==> config.mk <==
export PLATFORM = sky130hd
export DESIGN_NAME = cla_adder16
export DESIGN_NICKNAME = d
export VERILOG_FILES = /design/src/rtl/cla_pkg.sv /design/src/rtl/cla_slice.sv /design/src/rtl/cla_group_unit.sv /design/src/rtl/cla_adder16.sv
export SDC_FILE = /design/constraint.sdc
export NUM_CORES = 1
export LEC_CHECK = 0
export ABC_CLOCK_PERIOD_IN_PS = 6100
export BUFFER_PORTS_ARGS = -buffer_cell sky130_fd_sc_hd__buf_2
export CELL_PAD_IN_SITES_DETAIL_PLACEMENT = 1
export CELL_PAD_IN_SITES_GLOBAL_PLACEMENT = 1
export CORE_ASPECT_RATIO = 0.5
export CORE_UTILIZATION = 38
export DETAILED_ROUTE_END_ITERATION = 12
export GPL_TIMING_DRIVEN = 0
export PLACE_DENSITY = 0.95
export SLEW_MARGIN = 15
export SYNTH_ARGS = -nofsm -noshare
export SYNTH_HDL_FRONTEND = slang
export SYNTH_SLANG_ARGS = --single-unit
==> constraint.sdc <==
create_clock -name vclk -period 6.1
set_clock_uncertainty 0.2 [all_clocks]
set_input_delay 1.22 -clock vclk [all_inputs]
set_output_delay 1.22 -clock vclk [all_outputs]
set_load 0.05 [all_outputs]
==> src/rtl/cla_pkg.sv <==
package cla_pkg;

  localparam int unsigned LA_MAX = 8;

  typedef logic [LA_MAX-1:0] la_vec_t;
  typedef logic [LA_MAX:0]   la_carry_t;

  typedef struct packed {
    logic gen;
    logic prop;
  } grp_sig_t;

  // Carry into each position i (0..n) as a flat sum of products:
  // c[i] = c0 & p[0..i-1]  |  OR over j<i of g[j] & p[j+1..i-1]
  function automatic la_carry_t lookahead(input la_vec_t g, input la_vec_t p,
                                          input logic c0, input int unsigned n);
    la_carry_t c;
    c    = '0;
    c[0] = c0;
    for (int i = 1; i <= LA_MAX; i++) begin
      if (i <= n) begin
        logic term;
        logic acc;
        term = c0;
        for (int k = 0; k < LA_MAX; k++) begin
          if (k < i) term = term & p[k];
        end
        acc = term;
        for (int j = 0; j < LA_MAX; j++) begin
          if (j < i) begin
            term = g[j];
            for (int k = 0; k < LA_MAX; k++) begin
              if (k > j && k < i) term = term & p[k];
            end
            acc = acc | term;
          end
        end
        c[i] = acc;
      end
    end
    return c;
  endfunction

  // Group generate: some position generates and every higher one propagates.
  function automatic logic group_gen(input la_vec_t g, input la_vec_t p,
                                     input int unsigned n);
    logic acc;
    acc = 1'b0;
    for (int j = 0; j < LA_MAX; j++) begin
      if (j < n) begin
        logic term;
        term = g[j];
        for (int k = 0; k < LA_MAX; k++) begin
          if (k > j && k < n) term = term & p[k];
        end
        acc = acc | term;
      end
    end
    return acc;
  endfunction

  // Group propagate: every position propagates.
  function automatic logic group_prop(input la_vec_t p, input int unsigned n);
    logic acc;
    acc = 1'b1;
    for (int k = 0; k < LA_MAX; k++) begin
      if (k < n) acc = acc & p[k];
    end
    return acc;
  endfunction

endpackage

==> src/rtl/cla_slice.sv <==
module cla_slice
  import cla_pkg::*;
#(
  parameter int unsigned SW = 4
) (
  input  logic [SW-1:0] a_i,
  input  logic [SW-1:0] b_i,
  input  logic          c_i,
  output logic [SW-1:0] s_o,
  output logic [SW-1:0] bit_cin_o,
  output logic          local_cout_o,
  output grp_sig_t      grp_o
);

  la_vec_t   g_ext;
  la_vec_t   p_ext;
  la_carry_t carries;

  always_comb begin
    g_ext = '0;
    p_ext = '0;
    g_ext[SW-1:0] = a_i & b_i;
    p_ext[SW-1:0] = a_i | b_i;
    carries       = lookahead(g_ext, p_ext, c_i, SW);
    bit_cin_o     = carries[SW-1:0];
    local_cout_o  = carries[SW];
    s_o           = a_i ^ b_i ^ carries[SW-1:0];
    grp_o.gen     = group_gen(g_ext, p_ext, SW);
    grp_o.prop    = group_prop(p_ext, SW);
  end

endmodule

==> src/rtl/cla_group_unit.sv <==
module cla_group_unit
  import cla_pkg::*;
#(
  parameter int unsigned NS = 4
) (
  input  grp_sig_t [NS-1:0] grp_i,
  input  logic              c_i,
  output logic [NS:0]       slice_c_o
);

  la_vec_t   gg;
  la_vec_t   pp;
  la_carry_t carries;

  always_comb begin
    gg = '0;
    pp = '0;
    for (int k = 0; k < int'(NS); k++) begin
      gg[k] = grp_i[k].gen;
      pp[k] = grp_i[k].prop;
    end
    carries   = lookahead(gg, pp, c_i, NS);
    slice_c_o = carries[NS:0];
  end

endmodule

==> src/rtl/cla_adder16.sv <==
module cla_adder16
  import cla_pkg::*;
#(
  parameter int unsigned WIDTH   = 16,
  parameter int unsigned SLICE_W = 4
) (
  input  logic [WIDTH-1:0] opa_i,
  input  logic [WIDTH-1:0] opb_i,
  input  logic             cin_i,
  output logic [WIDTH-1:0] sum_o,
  output logic             cout_o,
  output logic             ovf_o
);

  localparam int unsigned NUM_SLICES = WIDTH / SLICE_W;

  // Named internal events, observed by the bound checker.
  grp_sig_t [NUM_SLICES-1:0] grp_sig;
  logic [NUM_SLICES:0]       slice_cin;
  logic [NUM_SLICES-1:0]     slice_cout_local;
  logic [WIDTH:0]            carry_vec;

  for (genvar k = 0; k < NUM_SLICES; k++) begin : g_slice
    logic [SLICE_W-1:0] bit_cin;
    cla_slice #(.SW(SLICE_W)) u_slice (
      .a_i          (opa_i[k*SLICE_W +: SLICE_W]),
      .b_i          (opb_i[k*SLICE_W +: SLICE_W]),
      .c_i          (slice_cin[k]),
      .s_o          (sum_o[k*SLICE_W +: SLICE_W]),
      .bit_cin_o    (bit_cin),
      .local_cout_o (slice_cout_local[k]),
      .grp_o        (grp_sig[k])
    );
    assign carry_vec[k*SLICE_W +: SLICE_W] = bit_cin;
  end

  cla_group_unit #(.NS(NUM_SLICES)) u_grp (
    .grp_i     (grp_sig),
    .c_i       (cin_i),
    .slice_c_o (slice_cin)
  );

  assign carry_vec[WIDTH] = slice_cin[NUM_SLICES];
  assign cout_o           = slice_cin[NUM_SLICES];
  assign ovf_o            = carry_vec[WIDTH] ^ carry_vec[WIDTH-1];

endmodule

==> impl_metrics.toml <==
[setup_path]
worstPathCellList = "buf_2 -> inv_1 -> ha_1 -> or3b_4 -> a31oi_4 -> o21a_4 -> nor2_1 -> o211ai_1 -> fa_1 -> buf_2"
cp_slowest_cell = "fa_1"
cp.arrival_ps = 3380
critPathMaxStageDelay_ps = 440
endpoint_kind = "primary output"
start_kind = "input port"
cp.buffers_inverters = 3
crit_path_frequent_cell = "buf_2"
critical_path_required_ps = 4680
crit_fanout = 4
critical_path.top_delay_family = "compound AO/OA/AOI/OAI gates"
criticalPathCategory = "input port to primary output"

[place]
dpl.hpwl_mm = 2.26
port_buffers = 51
globalplace.congestion = 0.749

[timing]
tightestPinTransition_ps = 467
min_period_ps = 4800
final.period_utilization_pct = 78.7
slew_headroom_pct = 68.6
tns_ps = 0
fmaxAchievable_mhz = 208
hold_viol_final = 0
setup-violations-final = 0
slew_viol_final = 0
rsz0062_at_grt = "no"

[die]
io_pins = 51
fp.dieH_um = 40.1
row_count = 13
start_util_pct = 41.3
dieArea_sq_um = 3130
core_area_sq_um = 2670
die_w_um = 78.2

[final_layout]
finish.utilization_pct = 52.6
multi_input_area_sq_um = 936
clkbuf_count = 0
syn2layout_area_growth_pct = 27.4
fillers = 345
layout-drive-gt1-share_pct = 33.3
nets = 260
area.sequential_sq_um = 0
seq_cells = 0
diodes = 0

[worst_hold_path]
worstHoldStart = "cin_i"
min_path_type = "input port to primary output"
whs_path_depth = 3
hold-path-endpoint = "sum_o[0]"

[power]
peakVddDrop_mv = 0.0683
p_per_area_nw_per_um2 = 144
leakage_nw = 0.856

[outcome]
status = "finished clean"

[logic_synthesis]
synth_most_common_cell = "inv_1"
synth_top_cell_by_area = "ha_1"
syn_inst = 138
syn_avg_cell_area_sq_um = 7.99
yosysSeqAreaShare_pct = 0
synthTopCellsByCount = "inv_1 (40), ha_1 (32), nor2_1 (8), xor2_1 (8), a21oi_1 (6)"
synthTopCellsByArea = "ha_1 (36%), inv_1 (14%), fa_1 (7.3%), xor2_1 (6.4%), a21oi_1 (2.7%)"
ys_types = 32
synthDominantCellAreaShare_pct = 36.3
yosysWarnings = 0
synth_area_sq_um = 1100
syn-num-nets = 207

[global_routing]
grt_use_total_pct = 15.8
grt-ovfl-total = 0
grt_max_degree = 6
grt_pass1_wl_mm = 3.97
grt_pass1_vias = 977
antenna_found_initial = 0

[route]
drt_first_pass_iters = 2
wl_per_cell_um = 10.4
initialDrtViolationCount = 20
postRouteAntennaNets = 0
wl_mm = 2.36
vias = 1045
remaining_drc_errors = 0
routed_via_density = 4.62

[clocking]
ctsResizeCount = 0
hold_buffers = 0
post_cts_buffers = 0

[flow_run]
drv_cap = 0
cells in the final DEF, fill, tap and decap left out, types with 2 or more instances in the layout:
master / count
nand2_1: 4
nand3_1: 2
ha_1: 32
a211oi_1: 2
o211ai_1: 2
or2_2: 2
xnor2_1: 3
nor2_1: 8
xor2_1: 8
nand2b_2: 2
a31o_1: 2
a21oi_1: 6
o211a_1: 2
inv_1: 40
o21ai_1: 2
fa_1: 4
o21bai_1: 2
buf_2: 51
worst max-delay path by stage:
stage | cells after the start | to | from
6_report | 10 | sum_o[12] | opa_i[1]
5_1_grt | 11 | sum_o[13] | opa_i[1]
4_1_cts | 10 | sum_o[12] | opa_i[1]
3_5_place_dp | 10 | sum_o[12] | opa_i[1]
3_3_place_gp | 10 | sum_o[12] | opa_i[1]
2_1_floorplan | 9 | sum_o[13] | opa_i[1]
layer usage:
layer / vias up / GRT usage, % / share of wire [%]
met5: - / 0 / 0
met4: 0 / 0 / 0
met3: 0 / 0.682 / 3.5
met2: 20 / 38.4 / 57
met1: 489 / 16.8 / 40
li1: 536 / - / -
worst min-delay path, stage by stage:
cell and delay, ps:
buf_2 90, fa_1 150, buf_2 260
cell families (layout without fill, tap and decap cells):
kind of cell / Yosys count / in the layout / share of synthesized area, %
xor gates and xnor gates: 11 / 11 / 8.74
AOI/OAI and AO/OA: 24 / 24 / 17.6
buffers and inverters: 41 / 92 / 15.1
adders and majority gates: 36 / 36 / 43.6
and+or+nand+nor: 26 / 26 / 15.0
final cells by class:
| type | count | share of cell area, % |
|---|---|---|
| repair buffers | 51 | 18.2 |
| well taps | 37 | 3.30 |
| inverters | 41 | 11.9 |
| multi-input cells | 97 | 66.7 |
power by group:
| group | switching [mW] | total, mW | internal, mW |
|---|---|---|---|
| registers | 0 | 0 | 0 |
| logic | 0.143 | 0.202 | 0.0588 |
| clock network | 0 | 0 | 0 |
per-stage QoR:
stage          hold slack [ps]  instances  setup slack, ps  cell area [sq um]  total power, mW
5_1_grt                   2770        226             1150               1400            0.219
6_report                  2740        226             1300               1400            0.202
3_5_place_dp              2730        226             1280               1400            0.204
3_3_place_gp              2730        226             1360               1400            0.198
4_1_cts                   2740        226             1280               1400            0.205
2_1_floorplan             2670        138             1230               1100            0.159
Note: power is estimated with default switching activity, not from simulation.
